`src/rtl/nfc_pkg.sv`:
```
package nfc_pkg;
  localparam int BYTE_W  = 8;
  localparam int SETUP_W = 2;
  localparam int PULSE_W = 3;
  localparam int HOLD_W  = 3;
  localparam int MAX_SP  = (SETUP_W > PULSE_W) ? SETUP_W : PULSE_W;
  localparam int CNT_W   = (HOLD_W > MAX_SP) ? HOLD_W : MAX_SP;

  // configuration field positions (host-visible layout)
  localparam int BIT_ON    = 15;
  localparam int BIT_DESEL = 11;
  localparam int SU_LSB    = 8;
  localparam int PW_LSB    = 4;
  localparam int HD_LSB    = 0;

  // register word index = byte offset / 4
  localparam logic [2:0] W_CFG  = 3'd0;
  localparam logic [2:0] W_CMD  = 3'd1;
  localparam logic [2:0] W_ADR  = 3'd2;
  localparam logic [2:0] W_DAT  = 3'd3;
  localparam logic [2:0] W_STAT = 3'd4;

  typedef enum logic [1:0] {PH_IDLE, PH_SETUP, PH_PULSE, PH_HOLD} phase_e;
  typedef enum logic [1:0] {XF_CMD, XF_ADDR, XF_WDATA, XF_RDATA} xfer_e;

  typedef struct packed {
    logic               on;
    logic               desel;
    logic [SETUP_W-1:0] tsu;
    logic [PULSE_W-1:0] tpw;
    logic [HOLD_W-1:0]  thd;
  } timing_cfg_t;
endpackage

```
`src/rtl/nfc_rb_sync.sv`:
```
module nfc_rb_sync #(
  parameter int STAGES = 2
) (
  input  logic clk,
  input  logic rst,
  input  logic rb_in,
  output logic rb_out
);
  generate
    if (STAGES < 2) begin : g_single
      logic q;
      always_ff @(posedge clk) begin
        if (rst) q <= 1'b0;
        else     q <= rb_in;
      end
      assign rb_out = q;
    end else begin : g_chain
      logic [STAGES-1:0] sh;
      always_ff @(posedge clk) begin
        if (rst) sh <= '0;
        else     sh <= {sh[STAGES-2:0], rb_in};
      end
      assign rb_out = sh[STAGES-1];
    end
  endgenerate
endmodule

```
`src/rtl/nfc_cfg_reg.sv`:
```
module nfc_cfg_reg
  import nfc_pkg::*;
#(
  parameter int HDATA_W = 16
) (
  input  logic               clk,
  input  logic               rst,
  input  logic               wr_en,
  input  logic [HDATA_W-1:0] wdata,
  output timing_cfg_t        cfg,
  output logic [HDATA_W-1:0] readback,
  output logic               ce_n
);
  always_ff @(posedge clk) begin
    if (rst) begin
      cfg.on    <= 1'b0;
      cfg.desel <= 1'b1;
      cfg.tsu   <= '0;
      cfg.tpw   <= '0;
      cfg.thd   <= '0;
      ce_n      <= 1'b1;
    end else if (wr_en) begin
      cfg.on    <= wdata[BIT_ON];
      cfg.desel <= wdata[BIT_DESEL];
      cfg.tsu   <= wdata[SU_LSB +: SETUP_W];
      cfg.tpw   <= wdata[PW_LSB +: PULSE_W];
      cfg.thd   <= wdata[HD_LSB +: HOLD_W];
      ce_n      <= wdata[BIT_DESEL] | ~wdata[BIT_ON];
    end
  end

  always_comb begin
    readback                    = '0;
    readback[BIT_ON]            = cfg.on;
    readback[BIT_DESEL]         = cfg.desel;
    readback[SU_LSB +: SETUP_W] = cfg.tsu;
    readback[PW_LSB +: PULSE_W] = cfg.tpw;
    readback[HD_LSB +: HOLD_W]  = cfg.thd;
  end


  ce_off_chk: assert property (@(posedge clk) disable iff (rst) !cfg.on |-> ce_n);
endmodule

```
`src/rtl/nfc_phase_seq.sv`:
```
module nfc_phase_seq
  import nfc_pkg::*;
(
  input  logic               clk,
  input  logic               rst,
  input  logic               start,
  input  xfer_e              kind_in,
  input  logic [BYTE_W-1:0]  wbyte,
  input  logic [SETUP_W-1:0] tsu,
  input  logic [PULSE_W-1:0] tpw,
  input  logic [HOLD_W-1:0]  thd,
  input  logic [BYTE_W-1:0]  dq_in,
  output logic               cle,
  output logic               ale,
  output logic               we_n,
  output logic               re_n,
  output logic               dq_oe,
  output logic [BYTE_W-1:0]  dq_out,
  output logic [BYTE_W-1:0]  rbyte,
  output logic               done
);
  phase_e           ph, ph_nx;
  logic [CNT_W-1:0] cnt, cnt_nx;
  xfer_e            kind_q, kind_nx;

  assign kind_nx = start ? kind_in : kind_q;
  assign done    = (ph == PH_HOLD) && (cnt == '0);

  always_comb begin
    ph_nx  = ph;
    cnt_nx = cnt;
    case (ph)
      PH_IDLE:  if (start) begin ph_nx = PH_SETUP; cnt_nx = CNT_W'(tsu); end
      PH_SETUP: if (cnt == '0) begin ph_nx = PH_PULSE; cnt_nx = CNT_W'(tpw); end
                else cnt_nx = cnt - 1'b1;
      PH_PULSE: if (cnt == '0) begin ph_nx = PH_HOLD; cnt_nx = CNT_W'(thd); end
                else cnt_nx = cnt - 1'b1;
      default:  if (cnt == '0) ph_nx = PH_IDLE;
                else cnt_nx = cnt - 1'b1;
    endcase
  end

  always_ff @(posedge clk) begin
    if (rst) begin
      ph     <= PH_IDLE;
      cnt    <= '0;
      kind_q <= XF_CMD;
      cle    <= 1'b0;
      ale    <= 1'b0;
      we_n   <= 1'b1;
      re_n   <= 1'b1;
      dq_oe  <= 1'b0;
      dq_out <= '0;
      rbyte  <= '0;
    end else begin
      ph     <= ph_nx;
      cnt    <= cnt_nx;
      kind_q <= kind_nx;
      cle    <= (ph_nx != PH_IDLE) && (kind_nx == XF_CMD);
      ale    <= (ph_nx != PH_IDLE) && (kind_nx == XF_ADDR);
      we_n   <= !((ph_nx == PH_PULSE) && (kind_nx != XF_RDATA));
      re_n   <= !((ph_nx == PH_PULSE) && (kind_nx == XF_RDATA));
      dq_oe  <= (ph_nx != PH_IDLE) && (kind_nx != XF_RDATA);
      if (start) dq_out <= wbyte;
      if ((ph == PH_PULSE) && (cnt == '0) && (kind_q == XF_RDATA)) rbyte <= dq_in;
    end
  end

  // length of the current low strobe, for the pulse-width check
  logic [PULSE_W:0] lo_len;
  always_ff @(posedge clk) begin
    if (rst)                 lo_len <= '0;
    else if (!we_n || !re_n) lo_len <= lo_len + 1'b1;
    else                     lo_len <= '0;
  end


  we_re_excl_chk: assert property (@(posedge clk) disable iff (rst) !(!we_n && !re_n));

  re_oe_excl_chk: assert property (@(posedge clk) disable iff (rst) !re_n |-> !dq_oe);

  cle_ale_excl_chk: assert property (@(posedge clk) disable iff (rst) !(cle && ale));

  pulse_len_chk: assert property (@(posedge clk) disable iff (rst)
    ((lo_len != '0) && we_n && re_n) |-> (lo_len == ({1'b0, tpw} + 1'b1)));

  dq_stable_chk: assert property (@(posedge clk) disable iff (rst)
    dq_oe |=> (!dq_oe || $stable(dq_out)));
endmodule

```
`src/rtl/nfc_ctrl.sv`:
```
module nfc_ctrl
  import nfc_pkg::*;
#(
  parameter int ADDR_W      = 5,
  parameter int HDATA_W     = 16,
  parameter int SYNC_STAGES = 2
) (
  input  logic               clk,
  input  logic               rst,
  input  logic               host_valid,
  input  logic               host_write,
  input  logic [ADDR_W-1:0]  host_addr,
  input  logic [HDATA_W-1:0] host_wdata,
  output logic               host_ready,
  output logic [HDATA_W-1:0] host_rdata,
  output logic               nand_cle,
  output logic               nand_ale,
  output logic               nand_we_n,
  output logic               nand_re_n,
  output logic               nand_ce_n,
  output logic [BYTE_W-1:0]  nand_dq_out,
  output logic               nand_dq_oe,
  input  logic [BYTE_W-1:0]  nand_dq_in,
  input  logic               nand_rb
);
  localparam int WORD_W = ADDR_W - 2;

  timing_cfg_t        cfg;
  logic [HDATA_W-1:0] cfg_rd;
  logic               rb_s;
  logic               pend, pend_rd;
  logic               seq_done;
  logic [BYTE_W-1:0]  seq_rbyte;

  logic [WORD_W-1:0] word;
  logic              aligned, take, hit_cfg, hit_stat, is_flash, cfg_we, seq_start;
  xfer_e             kind;

  assign word     = host_addr[ADDR_W-1:2];
  assign aligned  = (host_addr[1:0] == 2'b00);
  assign take     = host_valid && !host_ready && !pend;
  assign hit_cfg  = aligned && (word == WORD_W'(W_CFG));
  assign hit_stat = aligned && (word == WORD_W'(W_STAT));

  always_comb begin
    is_flash = 1'b0;
    kind     = XF_CMD;
    if (aligned) begin
      if (word == WORD_W'(W_CMD) && host_write) begin is_flash = 1'b1; kind = XF_CMD; end
      if (word == WORD_W'(W_ADR) && host_write) begin is_flash = 1'b1; kind = XF_ADDR; end
      if (word == WORD_W'(W_DAT)) begin
        is_flash = 1'b1;
        kind     = host_write ? XF_WDATA : XF_RDATA;
      end
    end
  end

  assign cfg_we    = take && host_write && hit_cfg;
  assign seq_start = take && is_flash && cfg.on;

  nfc_cfg_reg #(.HDATA_W(HDATA_W)) u_cfg (
    .clk(clk), .rst(rst), .wr_en(cfg_we), .wdata(host_wdata),
    .cfg(cfg), .readback(cfg_rd), .ce_n(nand_ce_n)
  );

  nfc_rb_sync #(.STAGES(SYNC_STAGES)) u_sync (
    .clk(clk), .rst(rst), .rb_in(nand_rb), .rb_out(rb_s)
  );

  nfc_phase_seq u_seq (
    .clk(clk), .rst(rst), .start(seq_start), .kind_in(kind),
    .wbyte(host_wdata[BYTE_W-1:0]), .tsu(cfg.tsu), .tpw(cfg.tpw), .thd(cfg.thd),
    .dq_in(nand_dq_in), .cle(nand_cle), .ale(nand_ale), .we_n(nand_we_n),
    .re_n(nand_re_n), .dq_oe(nand_dq_oe), .dq_out(nand_dq_out),
    .rbyte(seq_rbyte), .done(seq_done)
  );

  always_ff @(posedge clk) begin
    if (rst) begin
      host_ready <= 1'b0;
      host_rdata <= '0;
      pend       <= 1'b0;
      pend_rd    <= 1'b0;
    end else if (host_ready) begin
      host_ready <= 1'b0;
    end else if (pend) begin
      if (seq_done) begin
        pend       <= 1'b0;
        host_ready <= 1'b1;
        host_rdata <= pend_rd ? HDATA_W'(seq_rbyte) : '0;
      end
    end else if (host_valid) begin
      if (seq_start) begin
        pend    <= 1'b1;
        pend_rd <= (kind == XF_RDATA);
      end else begin
        host_ready <= 1'b1;
        if (hit_cfg)       host_rdata <= cfg_rd;
        else if (hit_stat) host_rdata <= HDATA_W'(rb_s);
        else               host_rdata <= '0;
      end
    end
  end


  quiet_when_off_chk: assert property (@(posedge clk) disable iff (rst)
    (nand_cle || nand_ale || !nand_we_n || !nand_re_n || nand_dq_oe) |-> cfg.on);

  ready_pulse_chk: assert property (@(posedge clk) disable iff (rst)
    host_ready |=> !host_ready);

  ready_after_hold_chk: assert property (@(posedge clk) disable iff (rst)
    host_ready |-> (nand_we_n && nand_re_n && !nand_dq_oe && !nand_cle && !nand_ale));
endmodule

```
`config.mk`:
```
export PLATFORM = sky130hd
export DESIGN_NAME = nfc_ctrl
export DESIGN_NICKNAME = d
export VERILOG_FILES = /design/src/rtl/nfc_pkg.sv /design/src/rtl/nfc_rb_sync.sv /design/src/rtl/nfc_cfg_reg.sv /design/src/rtl/nfc_phase_seq.sv /design/src/rtl/nfc_ctrl.sv
export SDC_FILE = /design/constraint.sdc
export NUM_CORES = 1
export LEC_CHECK = 0
export CAP_MARGIN = 5
export CORE_ASPECT_RATIO = 0.9
export CORE_MARGIN = 4
export CORE_UTILIZATION = 50
export CTS_BUF_LIST = sky130_fd_sc_hd__clkbuf_16
export CTS_CLUSTER_SIZE = 8
export DETAILED_ROUTE_END_ITERATION = 8
export DONT_BUFFER_PORTS = 1
export PLACE_DENSITY_LB_ADDON = 0.3
export SYNTH_ARGS = -nofsm -noshare
export SYNTH_HDL_FRONTEND = slang
export SYNTH_SLANG_ARGS = --single-unit
```
`constraint.sdc`:
```
create_clock -name clk -period 5.7 [get_ports clk]
set_clock_uncertainty 0.15 [all_clocks]
set_input_delay 0.855 -clock clk [delete_from_list [all_inputs] [get_ports clk]]
set_output_delay 0.855 -clock clk [all_outputs]
set_load 0.02 [all_outputs]
```
# Word level (Yosys, flattened, before mapping)
# Cells that the tools add are included.
# classes
add_sub_neg	1
reduce_logical	33
eq_ne	17
bitwise	4
muxes	34
# op_table
cell	count
16-bit two-way mux	5
1-bit logical AND	18
1-bit two-way mux	15
2-bit two-way mux	7
2-bit == test, second input constant	6
3-bit two-way mux	4
3-bit case mux with 3 select lines	1
8-bit two-way mux	1
4-bit AND reduction	2
3-bit by 2-bit == test with 1-bit output, second input constant	2
2-bit logical NOT	3
3-bit logical NOT	2
2-bit case mux with 3 select lines	1
2-bit by 1-bit == test with 1-bit output, second input constant	2
1-bit logical NOT	4
2-bit by 1-bit != test with 1-bit output, second input constant	2
2-bit != test, second input constant	2
4-bit != test, second input constant	1
2-bit nonzero test	2
3-bit by 1-bit == test with 1-bit output, second input constant	1
3-bit == test, second input constant	1
1-bit inverter	3
3-bit by 1-bit subtractor with 3-bit output, second input constant	1
2-bit AND reduction	1
other kinds (2)	2
# totals
in_bits	34
ff_bits	60
output_inout_bits	31

# Depth between registers and ports, before layout
# Gate-level depths: netlist of run 1.
# depth
word_depth	13
ltp_mapped	7

# Modules after synthesis
# A second synthesis of run 1 with hierarchy kept.
# hier_totals
cells_unflattened	299
hier_area_um2	2855.2
# by_module_without_submodules
module	area_per_inst_um2	n_inst	cells_per_inst
nfc_phase_seq	1249.9	1	135
nfc_ctrl	1038.5	1	106
nfc_cfg_reg	514.2	1	54
nfc_rb_sync	52.6	1	4

# Worst setup path after synthesis of run 1
# OpenSTA, ideal clock, no wires.
# synth_path
path_kind	input to register
startpoint	input host_addr[4]
endpoint	register u_seq.cnt[0]
setup_time_ns	0.086
path_buffers	1
t_arrival_ns	1.960
t_required_ns	5.464
path_stages	5
slack_ns	3.504
path_cell_list	nor4b_4 > and3_1 > buf_6 > o21ai_4 > a221oi_2
# synth_via
elab_chain_len	10
word_cells_on_any_way	13
# synth_lines
item	line	text
start: declaration	nfc_ctrl.sv:12	input logic [ADDR_W-1:0] host_addr,
3-bit by 1-bit == test with 1-bit output	nfc_ctrl.sv:49	if (word == WORD_W'(W_CMD) && host_write) begin is_flash = 1'b1; kind = XF_CMD; end
1-bit logical AND	nfc_ctrl.sv:49	
1-bit two-way mux	nfc_ctrl.sv:49	
1-bit two-way mux	nfc_ctrl.sv:50	if (word == WORD_W'(W_ADR) && host_write) begin is_flash = 1'b1; kind = XF_ADDR; end
1-bit two-way mux (*)	nfc_ctrl.sv:51	if (word == WORD_W'(W_DAT)) begin
1-bit two-way mux (*)	nfc_ctrl.sv:48	if (aligned) begin
1-bit logical AND (*) (2 in a row)	nfc_ctrl.sv:59	assign seq_start = take && is_flash && cfg.on;
2-bit by 1-bit != test with 1-bit output (no line) (*)	n/a	
2-bit AND reduction (no line) (*)	n/a	
end signal: assignment	nfc_phase_seq.sv:57	cnt <= cnt_nx;
end: declaration	nfc_phase_seq.sv:23	logic [CNT_W-1:0] cnt, cnt_nx;
# Every way passes the cells marked *; elsewhere a longest branch is shown, timed or not.
# A chain may end at the register's enable or synchronous reset.

# Worst setup path in the final report of run 1
# Ends and elaborated chain as after synthesis.

==> impl_metrics.ini, run 1 <==
[status]
run_status = complete, no violations

[min_path]
hold_path_class = reg -> reg

[timing]
rsz0062_at_grt = no
finalCritPeriodShare_pct = 40.35
final-setup-viol-count = 0
min_setup_slack_post_route_ps = 3400
highest_clock_rate_ghz = 0.4348
relSlewSlack_pct = 44.67
timing.final.max_slew_violations = 0
final_hold_viol_count = 0
tns_ps = 0
tightestPinTransition_ps = 828.3
tmin_final_ps = 2300

[pwr]
combinationalPowerShare_pct = 3.6
leakage_dissipation_nw = 0.9743
seqPwrFrac_pct = 56.1
netSwitchingFraction_pct = 21.95
power.clock.fraction_pct = 40.3
power_per_cell_area_nw_per_um2 = 275.6
vdd_ir_drop_max_uv = 189.1
cell_internal_pwr_mw = 0.5658
p_switching_mw = 0.1591

[logic_synthesis]
synth_sequential_area_ratio_pct = 44.73
postSynthRegisterBits = 56
synth_edf_count = 0
yosys.cell_types.count = 55
synthesis.yosys.warnings = 0
synth_async_sr_flop_share_pct = 0
synth.cell_area_um2 = 2506
synth_flop_cell = sky130_fd_sc_hd__dfxtp_1
synth_top_cells_by_area = sky130_fd_sc_hd__dfxtp_1, sky130_fd_sc_hd__mux2i_1, sky130_fd_sc_hd__a21oi_1
synth_cells = 268
synth_top_cell_area_share_pct = 44.73
avgSynthCellArea_um2 = 9.351
synthDominantAreaCellType = sky130_fd_sc_hd__dfxtp_1

[clock_tree]
holdBufCountCts = 0
cts-htree-levels = 2
cts_post_setup_buffers_inserted = 0
clock_tree_from_tritoncts = built
cts_repair_resize_count = 0
clock_sink_count = 56
clock_tree.root_cell = sky130_fd_sc_hd__clkbuf_16
clk_path_buf_depth = 2
numCtsBuffers = 5
clkLatencyLatePin_ps = 290
clk_pin_slew_worst_paths_ps = 60

[drt]
drt_pass_1_iters = 4
count_of_routing_violations_after_the_opening_detailed_route_iteration = 121
remaining_drc_errors = 0
drt.antenna.violating_nets = 0
average_detailed_routed_wire_length_per_instance_um = 17.08
via_to_cell_ratio = 5.947
detailroute.via_count = 1921
total_length_of_routed_wires_mm = 5.516

[floorplan]
ioPinCount = 65
die_height_um = 75.17
core_region_area_um2 = 4835
die-area_um2 = 6211
initial_core_util_pct = 51.84
num_rows = 24
die_width_um = 82.63

[setup_path]
critical_path.slowest_cell = sky130_fd_sc_hd__and3_1
criticalPathCategory = in -> reg
cp_data_arrival_time_ps = 2360
cpPeakStageDelay_ps = 560
worst_ep_required_time_ps = 5760
path_cells = nor4b_4 > and3_1 > o21ai_4 > a221oi_2
worstSetupEndpointType = flip-flop
path_max_fanout = 10
cp-start-kind = input pin

[place]
io_buffer_count = 0
dp_hpwl_mm = 3.881
routabilityCongestion = 0.8085
pre_cts_ws_ps = 3140

[global_route]
largest_net_degree_at_the_start_of_global_routing = 57
grt_overflow_total = 0
grt_antenna_before_repair = 0
global_route.usage.total_pct = 19.08
first_pass_grt_wire_length_mm = 8.790
vias_in_the_first_global_route = 1806

[layout]
ff_latch_area_um2 = 1121
drive_gt1_share_pct = 8.527
layout.filler_cells = 436
diodes = 0
syn2layout_area_growth_pct = 4.942
multi_input_comb_area_um2 = 1262
layout.nets = 293

[run]
drv.max_cap_violation_count = 0
cell usage after synthesis, types with 3 or more instances:
cell type and count:
sky130_fd_sc_hd__o211ai_1 4, sky130_fd_sc_hd__nor2_1 21, sky130_fd_sc_hd__nand2b_1 4, sky130_fd_sc_hd__a21oi_1 20
sky130_fd_sc_hd__buf_4 4, sky130_fd_sc_hd__nand3_1 10, sky130_fd_sc_hd__mux2i_1 17, sky130_fd_sc_hd__o21bai_1 3
sky130_fd_sc_hd__nand2_1 24, sky130_fd_sc_hd__a211oi_1 8, sky130_fd_sc_hd__nor3_1 8, sky130_fd_sc_hd__buf_2 5
sky130_fd_sc_hd__a32oi_1 5, sky130_fd_sc_hd__nor2b_1 5, sky130_fd_sc_hd__nor3b_1 4, sky130_fd_sc_hd__inv_1 7
sky130_fd_sc_hd__nand4_1 4, sky130_fd_sc_hd__o21ai_0 4, sky130_fd_sc_hd__dfxtp_1 56, sky130_fd_sc_hd__clkbuf_1 11
power by group through the flow:
| stage | Clock [mW] | Combinational, mW | Sequential [mW] |
|---|---|---|---|
| finish | 0.292 | 0.0262 | 0.406 |
| global placement | 0 | 0.0258 | 0.415 |
| floorplan | 0 | 0.0295 | 0.414 |
| detailed placement | 0 | 0.0260 | 0.416 |
| global route | 0.312 | 0.0293 | 0.407 |
| CTS | 0.300 | 0.0260 | 0.406 |
path summary, 6_finish.rpt:
check / from / to / slack, ps / cells past startpoint
worst max-delay path: host_addr[4] / u_seq.cnt[0] / 3400 / 4
worst min-delay path: u_sync.g_chain.sh[0] / u_sync.g_chain.sh[1] / 290 / 1
worst max register to register: u_seq.cnt[0] / host_rdata[0] / 3420 / 6
worst min register to register: u_sync.g_chain.sh[0] / u_sync.g_chain.sh[1] / 290 / 1
critical path, delay by kind of cell:
| kind | cells | cell delay (ps) |
|---|---|---|
| and+or+nand+nor | 2 | 1060 |
| AOI/OAI and AO/OA | 2 | 440 |
layer usage:
metal | global-route usage [%] | vias to the layer above | share of wire [%]
li1 | - | 948 | -
met1 | 24.39 | 898 | 43
met2 | 29.09 | 68 | 45
met3 | 7.297 | 7 | 9.6
met4 | 7.623 | 0 | 1.5
met5 | 0 | - | 0
layout by cell type, fill, tap and decap left out, types with 7 or more instances in the layout:
| cell | count |
|---|---|
| sky130_fd_sc_hd__nor3_1 | 8 |
| sky130_fd_sc_hd__a211oi_1 | 8 |
| sky130_fd_sc_hd__nor2_1 | 21 |
| sky130_fd_sc_hd__inv_1 | 7 |
| sky130_fd_sc_hd__dfxtp_1 | 56 |
| sky130_fd_sc_hd__nand3_1 | 10 |
| sky130_fd_sc_hd__a21oi_1 | 20 |
| sky130_fd_sc_hd__mux2i_1 | 17 |
| sky130_fd_sc_hd__nand2_1 | 24 |
area by class of cell:
type                    count  area share (%)
clock buffers               5           4.757
well taps                  65           3.092
clock inverters             3          0.5233
multi-input cells         187           48.00
inverters                   7          0.9990
flip-flops and latches     56           42.63
stage by stage:
step | power, mW | utilization, % | hold slack (ps) | instance area [um2] | instances
after detailed placement | 0.4415 | 51.53 | 286.3 | 2491 | 315
after global placement | 0.4412 | 51.53 | 276.5 | 2491 | 315
final | 0.7249 | 54.40 | 292.8 | 2630 | 323
after CTS | 0.7327 | 54.40 | 299.1 | 2630 | 323
after floorplan | 0.4432 | - | 263.8 | 2517 | 271
after global routing | 0.7485 | 54.40 | 319.8 | 2630 | 323
registers in the layout, summed over array words and instances (netlist names):
name,count
u_cfg.cfg,10
u_seq.dq_out,8
pend_rd,1
u_cfg.ce_n,1
host_rdata,12
u_seq.re_n,1
host_ready,1
u_seq.ph,2
u_sync.g_chain.sh,2
u_seq.cnt,3
u_seq.dq_oe,1
pend,1
u_seq.we_n,1
u_seq.ale,1
u_seq.cle,1
u_seq.rbyte,8
u_seq.kind_q,2
kinds of logic (layout without fill, tap and decap cells):
family	Yosys count	after routing	share of synthesized area, %
other cells	1	4	0.1496
compound gates	65	65	19.37
simple gates	97	97	21.77
flops	56	56	44.73
mux	18	18	7.239
fa+ha+maj	3	3	1.398
buf+inv	28	15	5.342
Power figures use the tool's default switching activity.
==> run 2: changes to the inputs <==
- clock period: 5.7 -> 2.1 ns (I/O delays scaled with it)
==> run 2 against run 1 <==
Net effect: flip-flop and latch count unchanged; clock power rose to 2.7 times the previous value; final cell count up 4.0%; total power rose to 2.7 times the previous value; non-clock buffer count up 13; hold slack worse by 290 ps; routed wire length up 3.2%; combinational power rose to 4.0 times the previous value; largest cell class unchanged.
==> impl_metrics.ini, run 2 (same netlist as run 1, synthesis figures left out) <==
[layout]
drive_gt1_share_pct = 12.55
layout.nets = 306
max_flop_register = host_rdata
top_library_cells_by_usage_in_the_layout_fill_and_taps_aside = sky130_fd_sc_hd__dfxtp_1, sky130_fd_sc_hd__nand2_1, sky130_fd_sc_hd__nor2_1, sky130_fd_sc_hd__a21oi_1, sky130_fd_sc_hd__mux2i_1
syn2layout_area_growth_pct = 10.03
ff_latch_area_um2 = 1121
layout.filler_cells = 437
layoutNonFillerInstCount = 336
number_of_flip_flops_in_the_largest_register = 12
diodes = 0
multi_input_comb_area_um2 = 1280
largest_regs = host_rdata (12), u_cfg.cfg (10)
final_common_cell = sky130_fd_sc_hd__dfxtp_1
final_core_util_pct = 57.04

[setup_path]
worst-path-buf-inv = 1
setup.worst_path.end = u_seq.cnt[0]
timing.critical_path.max_delay_family = compound AO/OA/AOI/OAI gates
cp-start-kind = flip-flop
worst_setup_path_startpoint = u_seq.cnt[0]
worstSetupEndpointType = flip-flop
critical_path.slowest_cell = sky130_fd_sc_hd__mux2_2
rr_startpoint = u_seq.cnt[0]
path_cells = inv_1 > ha_4 > nor3b_2 > mux2_2 > a211oi_1 > a221oi_2
timing.reg2reg.setup_slack_ps = 160
worst_ep_required_time_ps = 2120
cp_data_arrival_time_ps = 1960
r2r_end = u_seq.cnt[0]
criticalPathCategory = reg -> reg
path_max_fanout = 8
cpPeakStageDelay_ps = 360
reg2regPathDepth = 6
cp_num_cells = 6

[drt]
drt_pass_1_iters = 4
via_to_cell_ratio = 5.821
remaining_drc_errors = 0
total_length_of_routed_wires_mm = 5.690
drt.antenna.violating_nets = 0
detailroute.via_count = 1956
average_detailed_routed_wire_length_per_instance_um = 16.93
count_of_routing_violations_after_the_opening_detailed_route_iteration = 105

[pwr]
fin_total_pwr_mw = 1.985
leakage_dissipation_nw = 1.049
vdd_ir_drop_max_uv = 486.5
power_per_cell_area_nw_per_um2 = 720.0

[clock_tree]
clock_tree.root_cell = sky130_fd_sc_hd__clkbuf_16
clock_tree_from_tritoncts = built
clk_path_buf_depth = 2
clock_sink_count = 56
numCtsBuffers = 5
cts_post_setup_buffers_inserted = 0
cts-htree-levels = 2
clkLatencyLatePin_ps = 280
clk_pin_slew_worst_paths_ps = 60

[timing]
tightestPinTransition_ps = 521.4
final_hold_viol_count = 0
final.hold.worst_slack_ps = 6.127
rsz0062_at_grt = no
tns_ps = 0
final-setup-viol-count = 0
relSlewSlack_pct = 65.09
tmin_final_ps = 1940
timing.final.max_slew_violations = 0
finalCritPeriodShare_pct = 92.37
highest_clock_rate_ghz = 0.5155

[floorplan]
initial_core_util_pct = 51.84
die_width_um = 82.63
core_region_area_um2 = 4835
die_height_um = 75.17
die-area_um2 = 6211
num_rows = 24
ioPinCount = 65

[global_route]
first_pass_grt_wire_length_mm = 9.156
global_route.usage.total_pct = 19.45
vias_in_the_first_global_route = 1904
largest_net_degree_at_the_start_of_global_routing = 55
grt_antenna_before_repair = 0
grt_overflow_total = 0

[place]
numPlacedInstances = 326
io_buffer_count = 0
dp_hpwl_mm = 3.977
routabilityCongestion = 0.9216

[min_path]
worst_hold_stages = 1
hold_path_class = in -> reg

[run]
drv.max_cap_violation_count = 0

[status]
run_status = complete, no violations
[run 2: cell count changes in the layout (fill, tap and decap cells not counted), sizes merged]
| cell | change |
|---|---|
| buf | +12 |
| clkinv | -2 |
| dlygate4sd3 | +1 |
| inv | +2 |
[run 2: worst min path at each step]
| stage | start | end |
|---|---|---|
| floorplan | u_sync.g_chain.sh[0] | u_sync.g_chain.sh[1] |
| global placement | rst | u_seq.cnt[0] |
| detailed placement | rst | u_seq.cnt[0] |
| CTS | host_wdata[0] | u_seq.dq_out[0] |
| global route | nand_dq_in[0] | u_seq.rbyte[0] |
| finish | nand_rb | u_sync.g_chain.sh[0] |
[run 2: routing by layer]
metal	GRT usage [%]	part of all wire, %	vias to the layer above
met5	0	0	-
met4	7.260	0.93	0
met3	6.699	10	4
met2	28.29	45	73
met1	26.66	44	910
li1	-	-	969
[run 2: final cells by class]
type                    count  area share (%)
repair buffers             13           4.083
well taps                  65           2.949
clock buffers               5           4.537
multi-input cells         187           46.42
inverters                   7          0.9528
flip-flops and latches     56           40.65
clock inverters             3          0.4083
[run 2: per-stage QoR]
step / setup slack (ps) / area (um2)
6_report: 160.3 / 2758
5_1_grt: 55.06 / 2758
4_1_cts: 66.41 / 2743
3_5_place_dp: 85.82 / 2574
3_3_place_gp: 130.9 / 2574
2_1_floorplan: 204.9 / 2517
[run 2: timing repair]
action	4_1_cts	5_1_grt
endpoints found under the setup margin	1	1
cloned	0	0
hold buffers	2	0
hold endpoints to repair	54	0
resized for setup	1	2
[run 2: power by group]
part	internal (mW)	leakage, nW	switching (mW)	total [mW]
logic	0.0406	0.522	0.0657	0.106
registers	1.08	0.453	0.0246	1.10
clock network	0.430	0.0738	0.349	0.779
